## src/rtl/remap_pkg.sv

```systemverilog
package remap_pkg;
    localparam int ADDR_W = 32;
    localparam int DATA_W = 32;
    typedef logic [ADDR_W-1:0] addr_t;
    typedef logic [DATA_W-1:0] data_t;
endpackage

```

## src/rtl/remap_cfg_regs.sv

```systemverilog
module remap_cfg_regs
    import remap_pkg::*;
#(
    parameter int NUM_WIN = 2,
    parameter int RA_W    = 8
) (
    input  logic                          clk_i,
    input  logic                          rst_ni,
    input  logic                          we_i,
    input  logic [RA_W-1:0]               addr_i,
    input  data_t                         wdata_i,
    output data_t                         rdata_o,
    output logic [NUM_WIN-1:0]            lock_o,
    output logic [NUM_WIN-1:0]            en_o,
    output logic [NUM_WIN-1:0][ADDR_W-1:0] match_o,
    output logic [NUM_WIN-1:0][ADDR_W-1:0] remap_o
);
    localparam int LOCK_BASE  = 'h0C;
    localparam int EN_BASE    = LOCK_BASE + 4 * NUM_WIN;
    localparam int MATCH_BASE = EN_BASE + 4 * NUM_WIN;
    localparam int REMAP_BASE = MATCH_BASE + 4 * NUM_WIN;

    logic [NUM_WIN-1:0] hit_lock, hit_en, hit_match, hit_remap;

    for (genvar w = 0; w < NUM_WIN; w++) begin : g_win
        assign hit_lock[w]  = (addr_i == RA_W'(LOCK_BASE  + 4 * w));
        assign hit_en[w]    = (addr_i == RA_W'(EN_BASE    + 4 * w));
        assign hit_match[w] = (addr_i == RA_W'(MATCH_BASE + 4 * w));
        assign hit_remap[w] = (addr_i == RA_W'(REMAP_BASE + 4 * w));

        always_ff @(posedge clk_i or negedge rst_ni) begin
            if (!rst_ni) begin
                lock_o[w]  <= 1'b1;
                en_o[w]    <= 1'b0;
                match_o[w] <= '0;
                remap_o[w] <= '0;
            end else if (we_i) begin
                if (hit_lock[w] && !wdata_i[0]) lock_o[w] <= 1'b0;
                if (lock_o[w]) begin
                    if (hit_en[w])    en_o[w]    <= wdata_i[0];
                    if (hit_match[w]) match_o[w] <= wdata_i;
                    if (hit_remap[w]) remap_o[w] <= wdata_i;
                end
            end
        end
    end

    always_comb begin
        rdata_o = '0;
        for (int w = 0; w < NUM_WIN; w++) begin
            if (hit_lock[w])  rdata_o = DATA_W'(lock_o[w]);
            if (hit_en[w])    rdata_o = DATA_W'(en_o[w]);
            if (hit_match[w]) rdata_o = match_o[w];
            if (hit_remap[w]) rdata_o = remap_o[w];
        end
    end
endmodule

```

## src/rtl/remap_window.sv

```systemverilog
module remap_window
    import remap_pkg::*;
(
    input  addr_t addr_i,
    input  logic  en_i,
    input  addr_t match_i,
    input  addr_t remap_i,
    output logic  hit_o,
    output addr_t mask_o,
    output addr_t xlat_o
);
    addr_t span;
    assign span   = match_i ^ (match_i + ADDR_W'(1));
    assign mask_o = ~span;
    assign hit_o  = en_i && ((addr_i & mask_o) == (match_i & mask_o));
    assign xlat_o = (remap_i & mask_o) | (addr_i & span);
endmodule

```

## src/rtl/remap_select.sv

```systemverilog
module remap_select
    import remap_pkg::*;
#(
    parameter int NUM_WIN = 2,
    parameter int IDX_W   = 1
) (
    input  addr_t                          addr_i,
    input  logic [NUM_WIN-1:0]             hit_i,
    input  logic [NUM_WIN-1:0][ADDR_W-1:0] xlat_i,
    output addr_t                          addr_o,
    output logic                           hit_o,
    output logic [IDX_W-1:0]               idx_o
);
    always_comb begin
        addr_o = addr_i;
        hit_o  = 1'b0;
        idx_o  = '0;
        for (int w = NUM_WIN - 1; w >= 0; w--) begin
            if (hit_i[w]) begin
                addr_o = xlat_i[w];
                hit_o  = 1'b1;
                idx_o  = IDX_W'(w);
            end
        end
    end
endmodule

```

## src/rtl/addr_remap_top.sv

```systemverilog
module addr_remap_top
    import remap_pkg::*;
#(
    parameter int NUM_WIN = 2,
    parameter int RA_W    = 8,
    localparam int IDX_W  = (NUM_WIN > 1) ? $clog2(NUM_WIN) : 1
) (
    input  logic              clk_i,
    input  logic              rst_ni,
    input  logic              reg_we_i,
    input  logic [RA_W-1:0]   reg_addr_i,
    input  logic [DATA_W-1:0] reg_wdata_i,
    output logic [DATA_W-1:0] reg_rdata_o,
    input  logic [ADDR_W-1:0] bus_addr_i,
    output logic [ADDR_W-1:0] bus_addr_o,
    output logic              bus_hit_o,
    output logic [IDX_W-1:0]  bus_hit_idx_o
);
    logic [NUM_WIN-1:0]             lock_q, en_q, win_hit;
    logic [NUM_WIN-1:0][ADDR_W-1:0] match_q, remap_q, win_mask, win_xlat;

    remap_cfg_regs #(.NUM_WIN(NUM_WIN), .RA_W(RA_W)) u_regs (
        .clk_i   (clk_i),
        .rst_ni  (rst_ni),
        .we_i    (reg_we_i),
        .addr_i  (reg_addr_i),
        .wdata_i (reg_wdata_i),
        .rdata_o (reg_rdata_o),
        .lock_o  (lock_q),
        .en_o    (en_q),
        .match_o (match_q),
        .remap_o (remap_q)
    );

    for (genvar w = 0; w < NUM_WIN; w++) begin : g_win
        remap_window u_win (
            .addr_i  (bus_addr_i),
            .en_i    (en_q[w]),
            .match_i (match_q[w]),
            .remap_i (remap_q[w]),
            .hit_o   (win_hit[w]),
            .mask_o  (win_mask[w]),
            .xlat_o  (win_xlat[w])
        );
    end

    remap_select #(.NUM_WIN(NUM_WIN), .IDX_W(IDX_W)) u_sel (
        .addr_i (bus_addr_i),
        .hit_i  (win_hit),
        .xlat_i (win_xlat),
        .addr_o (bus_addr_o),
        .hit_o  (bus_hit_o),
        .idx_o  (bus_hit_idx_o)
    );
endmodule

```

## config.mk

```make
export PLATFORM = sky130hd
export DESIGN_NAME = addr_remap_top
export DESIGN_NICKNAME = d
export VERILOG_FILES = /design/src/rtl/remap_pkg.sv /design/src/rtl/remap_cfg_regs.sv /design/src/rtl/remap_window.sv /design/src/rtl/remap_select.sv /design/src/rtl/addr_remap_top.sv
export SDC_FILE = /design/constraint.sdc
export NUM_CORES = 1
export LEC_CHECK = 0
export ABC_AREA = 1
export BUFFER_PORTS_ARGS = -buffer_cell sky130_fd_sc_hd__buf_2
export CORE_MARGIN = 5
export CORE_UTILIZATION = 50
export CTS_CLUSTER_DIAMETER = 40
export CTS_CLUSTER_SIZE = 20
export DETAILED_ROUTE_END_ITERATION = 8
export GPL_TIMING_DRIVEN = 0
export PLACE_DENSITY_LB_ADDON = 0.15
export SYNTH_ARGS = -nofsm -noshare
export SYNTH_HDL_FRONTEND = slang
export SYNTH_SLANG_ARGS = --single-unit
```

## constraint.sdc

```tcl
create_clock -name clk_i -period 10.5 [get_ports clk_i]
set_input_delay 1.05 -clock clk_i [delete_from_list [all_inputs] [get_ports clk_i]]
set_output_delay 1.05 -clock clk_i [all_outputs]
set_load 0.1 [all_outputs]
```

Word-level counts from Yosys, hierarchy flattened
Index checks and enable logic that the tools add are counted.
{"block": "word_totals", "elab_cells": 60, "reg_bits": 132}
{"block": "classes", "n_reduce_logical": 13, "add_sub_neg": 2, "eq_ne": 10, "bitwise_logic": 14, "mux": 13}
{"operator": "$and A32 B32 Y32", "count": 8}
{"operator": "$mux W32", "count": 8}
{"operator": "$add A32 B1 Y32 const B", "count": 2}
{"operator": "$eq A32 B32 Y1", "count": 2}
{"operator": "$not A32 Y32", "count": 2}
{"operator": "$or A32 B32 Y32", "count": 2}
{"operator": "$xor A32 B32 Y32", "count": 2}
{"operator": "$eq A8 B5 Y1 const B", "count": 4}
{"operator": "$eq A8 B6 Y1 const B", "count": 3}
{"operator": "$reduce_and A3 Y1", "count": 6}
{"operator": "$eq A8 B4 Y1 const B", "count": 1}
{"operator": "$mux W1", "count": 5}
{"operator": "$logic_and A1 B1 Y1", "count": 4}
{"operator": "$reduce_and A2 Y1", "count": 2}
{"operator": "$logic_not A1 Y1", "count": 1}

Depth between registers and ports, before layout
Gate-level depths: netlist of run 1.
{"block": "logic_depth", "depth_word": 9, "depth_mapped": 26, "depth_no_buf": 25}

Hierarchy
From an unflattened synthesis of run 1, not the netlist that was laid out.
{"block": "unflattened", "hier_cells": 1751, "hier_area_um2": 11954.0}
{"module": "remap_cfg_regs", "seq_area_each_um2": 3305.7, "area_per_inst_um2": 6033.3, "cells_per_inst": 674, "n_inst": 1}
{"module": "remap_window (g_win[0].u_win)", "seq_area_each_um2": 0.0, "area_per_inst_um2": 2623.8, "cells_per_inst": 466, "n_inst": 1}
{"module": "remap_window (g_win[1].u_win)", "seq_area_each_um2": 0.0, "area_per_inst_um2": 2592.5, "cells_per_inst": 464, "n_inst": 1}
{"module": "remap_select", "seq_area_each_um2": 0.0, "area_per_inst_um2": 704.4, "cells_per_inst": 147, "n_inst": 1}

Worst setup path after synthesis of run 1
Ideal clock, no wire load.
{"block": "synth_path", "kind": "flip-flop to output port", "startpoint": "register u_regs.match_o[1] (netlist name)", "endpoint": "output bus_hit_o", "path_stages_with_launch": 21, "path_buffers": 0, "setup_slack_ns": 4.685, "arrival_time_ns": 4.765, "cell_sequence": "dfrtp_1 ha_1 nand2_1 nor2_1 nand3_1 nor2_2 nand4_1 nand3b_1 nor2_2 nand3_1 ha_1 inv_1 nand2_1 nand2_1 o21ai_0 nand2_1 nor2_1 nand2_1 nor2_1 nand2_1 o21ai_0"}
{"block": "synth_between", "elab_chain_len": 7}
{"item": "start: declaration", "line": "remap_cfg_regs.sv:15", "rtl": "output logic [NUM_WIN-1:0][ADDR_W-1:0] match_o,"}
{"item": "start signal: indexed assignment", "line": "remap_cfg_regs.sv:41", "rtl": "if (hit_match[w]) match_o[w] <= wdata_i;"}
{"item": "$add A32 B1 Y32", "line": "remap_window.sv:13", "rtl": "assign span = match_i ^ (match_i + ADDR_W'(1));"}
{"item": "$xor A32 B32 Y32", "line": "remap_window.sv:13"}
{"item": "$not A32 Y32", "line": "remap_window.sv:14", "rtl": "assign mask_o = ~span;"}
{"item": "$and A32 B32 Y32", "line": "remap_window.sv:15", "rtl": "assign hit_o = en_i && ((addr_i & mask_o) == (match_i & mask_o));"}
{"item": "$eq A32 B32 Y1 *", "line": "remap_window.sv:15"}
{"item": "$logic_and A1 B1 Y1 *", "line": "remap_window.sv:15"}
{"item": "$mux W1 *", "line": "remap_select.sv:19", "rtl": "if (hit_i[w]) begin"}
{"item": "end: declaration", "line": "addr_remap_top.sv:16", "rtl": "output logic bus_hit_o,"}
Every way passes the cells marked *; elsewhere a longest branch is shown, timed or not.

Worst setup path after layout of run 1
{"block": "layout_path", "startpoint": "register u_regs.match_o[34] (netlist name)", "endpoint": "output bus_addr_o[21]"}
{"block": "layout_between", "elab_chain_len": 8}
{"item": "$add A32 B1 Y32", "line": "remap_window.sv:13"}
{"item": "$xor A32 B32 Y32", "line": "remap_window.sv:13"}
{"item": "$not A32 Y32", "line": "remap_window.sv:14"}
{"item": "$and A32 B32 Y32", "line": "remap_window.sv:15"}
{"item": "$eq A32 B32 Y1", "line": "remap_window.sv:15"}
{"item": "$logic_and A1 B1 Y1", "line": "remap_window.sv:15"}
{"item": "$mux W32 * (2 in series)", "line": "remap_select.sv:19"}
{"item": "end: declaration", "line": "addr_remap_top.sv:15", "rtl": "output logic [ADDR_W-1:0] bus_addr_o,"}
Marks and branches as above.

==> flow_metrics.tcl, run 1 <==
set metrics [dict create \
    drv.max_cap_violation_count 0 \
    rows 55 \
    hold_viol 0 \
    gp_congestion 1.03 \
    avgSynthCellArea_um2 6.20 \
    grt_setup_unrepaired "no" \
    initial_core_util_pct 50.9 \
    crit_family "simple AND/OR/NAND/NOR gates" \
    syn_area_um2 11500 \
    holdBufCountCts 0 \
    post_cts_buffers 0 \
    async_flop_share_pct 100 \
    critPathKind "register to primary output" \
    layout_commonest_cell "nand2_1" \
    start_kind "register" \
    grt_pass1_vias 12200 \
    path_buf_inv 4 \
    cts.clk_slew.worst_paths_ns 0.06 \
    wire_per_inst_um 18.4 \
    crit_top_cell "nand2_1" \
    yosysWarnings 0 \
    clockBufferDepth 2 \
    cts.root.buffer_cell "clkbuf_16" \
    synth_nets 1998 \
    cp_max_fo 10 \
    dieArea_um2 26200 \
    synthCells 1859 \
    crit_arrival_ns 5.53 \
    final_layout_size_suffix_gt1_share_pct 11.0 \
    finalMaxSlewViolations 0 \
    grt_pass1_wl_mm 65.9 \
    layout_common_cells "nand2_1 (677), inv_1 (297), o21ai_0 (173)" \
    leakage_nw 6.69 \
    ys_seq_elements 132 \
    slowest_delay_ns 0.44 \
    grt_antenna_before_repair 1 \
    fin_setup_tns_ns 0 \
    relSlewSlack_pct 32.8 \
    grtUsageTotal_pct 32.2 \
    drtPass1Iterations 6 \
    chipWidth_um 162 \
    port_buffers 139 \
    core-area_um2 22600 \
    period_share_pct 62.7 \
    vias 13200 \
    max_freq_mhz 152 \
    htree_num_levels 4 \
    end_kind "primary output" \
    dp_slack_ns 4.58 \
    ys.flop_type "dfrtp_1" \
    overflow 0 \
    setup_viol_count_final 0 \
    initialDrtViolationCount 1420 \
    tightest_slew_ns 1.01 \
    cts_tree "done" \
    skew_ns 0.00749 \
    yosysSeqAreaShare_pct 28.7 \
    worstPathRequired_ns 9.45 \
    hpwl_mm 32.1 \
    num-nets-final 2157 \
    syn_to_final_growth_pct 14.4 \
    hp-class "register to register" \
    timing.final.ws_setup_ns 3.92 \
    clk_latency_ns 0.43 \
    wl_mm 42.6 \
    crit_chain "inv_1 -> nor3_2 -> nand4_1 -> nor2_1 -> nand4_1 -> nor4_4 -> nand3_1 -> ha_1 -> inv_1 -> nand2_1 -> nand3_1 -> nand2_1 -> nand2_1 -> nand2_1 -> nor2_1 -> nand2_1 -> nor2_2 -> buf_2 -> nand3_1 -> nand2_1 -> nand3_1 -> nand2_1 -> buf_2" \
    status "finished clean" \
    vdd_drop_max_mv 0.103 \
    synth-edff-count 0 \
    p_per_area_nw_per_um2 113 \
    cts_resized 0 \
    route.detailed.drc 0 \
    final_antenna_net_count 0 \
    grt_max_degree 88 \
    vias_per_cell 5.69 \
    worst_path_max_delay_cell "buf_2" \
    io_pins 141 \
    numCtsBuffers 17 \
    die_y_um 162 \
    antennaDiodeCount 0 \
    cts_sinks 132 \
    period_needed_ns 6.58 \
    synth.distinct_cells 35 \
]
[power by group]
part	leakage [nW]	internal (mW)	switching [mW]
Clock	0.285	0.365	0.247
Sequential	1.81	0.533	0.0314
Combinational	4.60	0.0952	0.221
Total	6.69	0.993	0.500
[per-stage QoR]
stage	power (mW)	cell area, µm²	hold WS [ns]	cells	util (%)
2_1_floorplan	0.782	11500	0.428	1859	-
6_report	1.49	13200	0.449	2314	58.2
3_3_place_gp	0.874	12600	0.439	2283	55.5
5_1_grt	1.56	13200	0.481	2314	58.2
3_5_place_dp	0.882	12600	0.438	2284	55.7
4_1_cts	1.49	13200	0.448	2314	58.2
[path summary, 6_finish.rpt]
kind / startpoint / to / slack (ns) / depth (start not counted)
max: u_regs.match_o[34] / bus_addr_o[21] / 3.92 / 23
min: u_regs.lock_o[1] / u_regs.lock_o[1] / 0.45 / 2
max reg2reg: u_regs.lock_o[0] / u_regs.remap_o[16] / 8.54 / 6
min reg2reg: u_regs.lock_o[1] / u_regs.lock_o[1] / 0.45 / 2
max in group asynchronous: rst_ni / u_regs.lock_o[0] / 9.13 / 2
min in group asynchronous: rst_ni / u_regs.remap_o[45] / 0.54 / 1
[synth_stat cells (all sizes together), types with 13 or more instances]
cell     count  area, µm²
nand2      678       2550
inv        299       1120
o21ai      174        871
nand3      169        846
dfrtp      130       3250
nor2        93        384
nand4       68        432
ha          64        801
and2        31        194
clkbuf      30        113
o2111ai     28        245
buf         23        134
nor3        13       85.1
xor2        13        114
[worst min-delay path, stage by stage, from the launching register on]
cell and delay (ns):
dfstp_2 0.37, inv_1 0.04, a31oi_1 0.03
[cells by family (layout without fill, tap and decap cells)]
family	Yosys count	after routing	synth area share, %
AO/OA/AOI/OAI	214	214	10.3
XOR/XNOR	25	25	1.90
adder cells (fa/ha/maj)	64	64	6.95
flip-flops	132	132	28.7
AND/OR/NAND/NOR	1072	1072	40.2
buffers and inverters	352	522	11.9
[registers in the layout (all words and copies together), names as in the netlist]
| signal | flops |
|---|---|
| u_regs.en_o | 2 |
| u_regs.lock_o | 2 |
| u_regs.match_o | 64 |
| u_regs.remap_o | 64 |
[metal layers]
metal | vias up | track usage [%] | wire, µm
met2 | 703 | 50.3 | 18500
met1 | 6046 | 44.9 | 18100
met5 | - | 0 | 13
met4 | 2 | 13.1 | 1560
li1 | 6284 | - | -
met3 | 126 | 4.95 | 4340
[cell type report]
class	instances	area, µm²
inverter	299	1120
timing repair buffer	140	729
clock buffer	21	470
tap	285	357
sequential	132	3310
buffer	53	246
fill	2272	9460
clock inverter	9	105
multi-input combinational	1375	6850
Note: power is estimated with default switching activity, not from simulation.
==> run 2, diff against run 1 <==
==> constraint.sdc (replaced) <==
create_clock -name clk_i -period 6.4 [get_ports clk_i]
set_input_delay 0.64 -clock clk_i [delete_from_list [all_inputs] [get_ports clk_i]]
set_output_delay 0.64 -clock clk_i [all_outputs]
set_load 0.1 [all_outputs]
==> run 2 against run 1 <==
- register-to-register slack worse by 4.0 ns
- setup slack got worse by 3.7 ns
- clock power increased by 63%
- critical endpoint is now bus_hit_idx_o
- design area about the same
- core utilization about the same
- combinational power up 64%
- first-iteration DRC count is 2.2% higher
- flip-flop and latch count unchanged
- hold slack got worse by 0.32 ns
==> flow_metrics.tcl, run 2 (synthesis gave the netlist of run 1 again) <==
set metrics [dict create \
    end_kind "primary output" \
    post_cts_buffers 0 \
    start_kind "register" \
    die_y_um 162 \
    r2r.worst_path.cells 5 \
    grt_max_degree 88 \
    syn_to_final_growth_pct 14.5 \
    vdd_drop_max_mv 0.167 \
    period_needed_ns 6.16 \
    cts_sinks 132 \
    crit_start "u_regs.match_o[34]" \
    status "finished clean" \
    tightest_slew_ns 0.906 \
    setup_viol_count_final 0 \
    final_layout_size_suffix_gt1_share_pct 11.0 \
    route.detailed.drc 0 \
    clockBufferDepth 2 \
    vias 13100 \
    antennaDiodeCount 0 \
    initial_core_util_pct 50.9 \
    rr_endpoint "u_regs.match_o[30]" \
    final_antenna_net_count 0 \
    hp-class "primary input to asynchronous set/reset pin" \
    grtUsageTotal_pct 32.2 \
    skew_ns 0.0110 \
    hpwl_mm 32.1 \
    core-area_um2 22600 \
    relSlewSlack_pct 39.6 \
    drtPass1Iterations 6 \
    reg_top3 "u_regs.match_o: 64 flops, u_regs.remap_o: 64 flops" \
    grt_setup_unrepaired "no" \
    n_fill_cell 2268 \
    grt_pass1_vias 12200 \
    overflow 0 \
    max_freq_mhz 162 \
    p_per_area_nw_per_um2 186 \
    grt_antenna_before_repair 1 \
    cts.root.buffer_cell "clkbuf_16" \
    utilization_pct 58.3 \
    cp_max_fo 10 \
    gp_congestion 1.03 \
    crit_arrival_ns 5.52 \
    fin_cells 2314 \
    placed_cell_area_um2 12600 \
    htree_num_levels 4 \
    wire_per_inst_um 18.4 \
    finalMaxSlewViolations 0 \
    vias_per_cell 5.67 \
    leakage_nw 6.70 \
    reg2reg_from "u_regs.lock_o[0]" \
    cts.clk_slew.worst_paths_ns 0.06 \
    cts_tree "done" \
    fin_setup_tns_ns 0 \
    num-nets-final 2157 \
    clk_latency_ns 0.43 \
    grt_pass1_wl_mm 65.9 \
    dieArea_um2 26200 \
    numCtsBuffers 17 \
    layout_commonest_cell "nand2_1" \
    chipWidth_um 162 \
    wl_mm 42.5 \
    worstPathRequired_ns 5.76 \
    r2r_slack_ns 4.50 \
    hold_viol 0 \
    port_buffers 139 \
    layout_common_cells "nand2_1 (677), inv_1 (297), o21ai_0 (173)" \
    place_inst 2284 \
    period_share_pct 96.2 \
    critPathKind "register to primary output" \
    initialDrtViolationCount 1451 \
    final_area_um2 13200 \
    crit_end "bus_hit_idx_o" \
    rows 55 \
    io_pins 141 \
    drv.max_cap_violation_count 0 \
    holdBufCountCts 0 \
]
==> run 2: what timing repair did <==
action	in CTS	in global routing
endpoints found under the setup margin	0	3
resized for setup	0	3
hold endpoints to repair	0	0
==> run 2: worst min path at each step <==
stage                           startpoint                  to  slack (ns)  cells after the start
final                               rst_ni  u_regs.remap_o[45]        0.13                      1
after CTS                           rst_ni  u_regs.remap_o[45]        0.15                      1
after global routing                rst_ni  u_regs.remap_o[45]        0.17                      1
after global placement    u_regs.lock_o[1]    u_regs.lock_o[1]        0.44                      2
after floorplan                     rst_ni      u_regs.en_o[0]        0.34                      0
after detailed placement  u_regs.lock_o[1]    u_regs.lock_o[1]        0.44                      2
==> run 2: report_power, final <==
part / leakage (nW) / switching, mW / internal [mW]
logic: 4.60 / 0.362 / 0.157
clock network: 0.285 / 0.404 / 0.599
registers: 1.81 / 0.0518 / 0.874
total: 6.70 / 0.818 / 1.63
==> run 2: metrics by stage <==
stage                     total power, mW  hold WS [ns]  setup slack [ns]
final                                2.45         0.128             0.240
after global routing                 2.55         0.175           0.00248
after CTS                            2.44         0.150             0.446
after detailed placement             1.45         0.438             0.891
after global placement               1.43         0.439             0.977
after floorplan                      1.28         0.344             0.995
==> run 2: layout make-up <==
class | count | area (µm²) | area share, %
Buffer | 53 | 246 | 1.87
Clock buffer | 21 | 470 | 3.57
Clock inverter | 9 | 105 | 0.797
Inverter | 299 | 1120 | 8.51
Multi-Input combinational cell | 1375 | 6850 | 51.9
Sequential cell | 132 | 3310 | 25.1
Tap cell | 285 | 357 | 2.70
Timing Repair Buffer | 140 | 737 | 5.59
==> run 2: worst max-delay path, stage by stage (launching register included) <==
cell     delay [ns]
dfrtp_1        0.39
inv_1          0.13
nor3_2         0.36
nand4_1        0.35
nor2_1         0.37
nand4_1        0.30
nor4_4         0.40
nand3_1        0.15
ha_1           0.32
inv_1          0.06
nand2_1        0.09
nand3_1        0.11
nand2_1        0.06
nand2_1        0.14
nand2_1        0.07
nor2_1         0.20
nand2_1        0.11
nor2_2         0.26
buf_2          0.34
nand2_1        0.12
nor2_1         0.26
buf_2          0.49
==> run 2: metal layers <==
| layer | vias to the layer above | track usage, % | share of wire [%] |
|---|---|---|---|
| li1 | 6297 | - | - |
| met4 | 2 | 13.1 | 3.3 |
| met5 | - | 0 | 0.031 |
| met2 | 650 | 50.3 | 44 |
| met3 | 113 | 4.95 | 9.4 |
| met1 | 6057 | 44.9 | 44 |
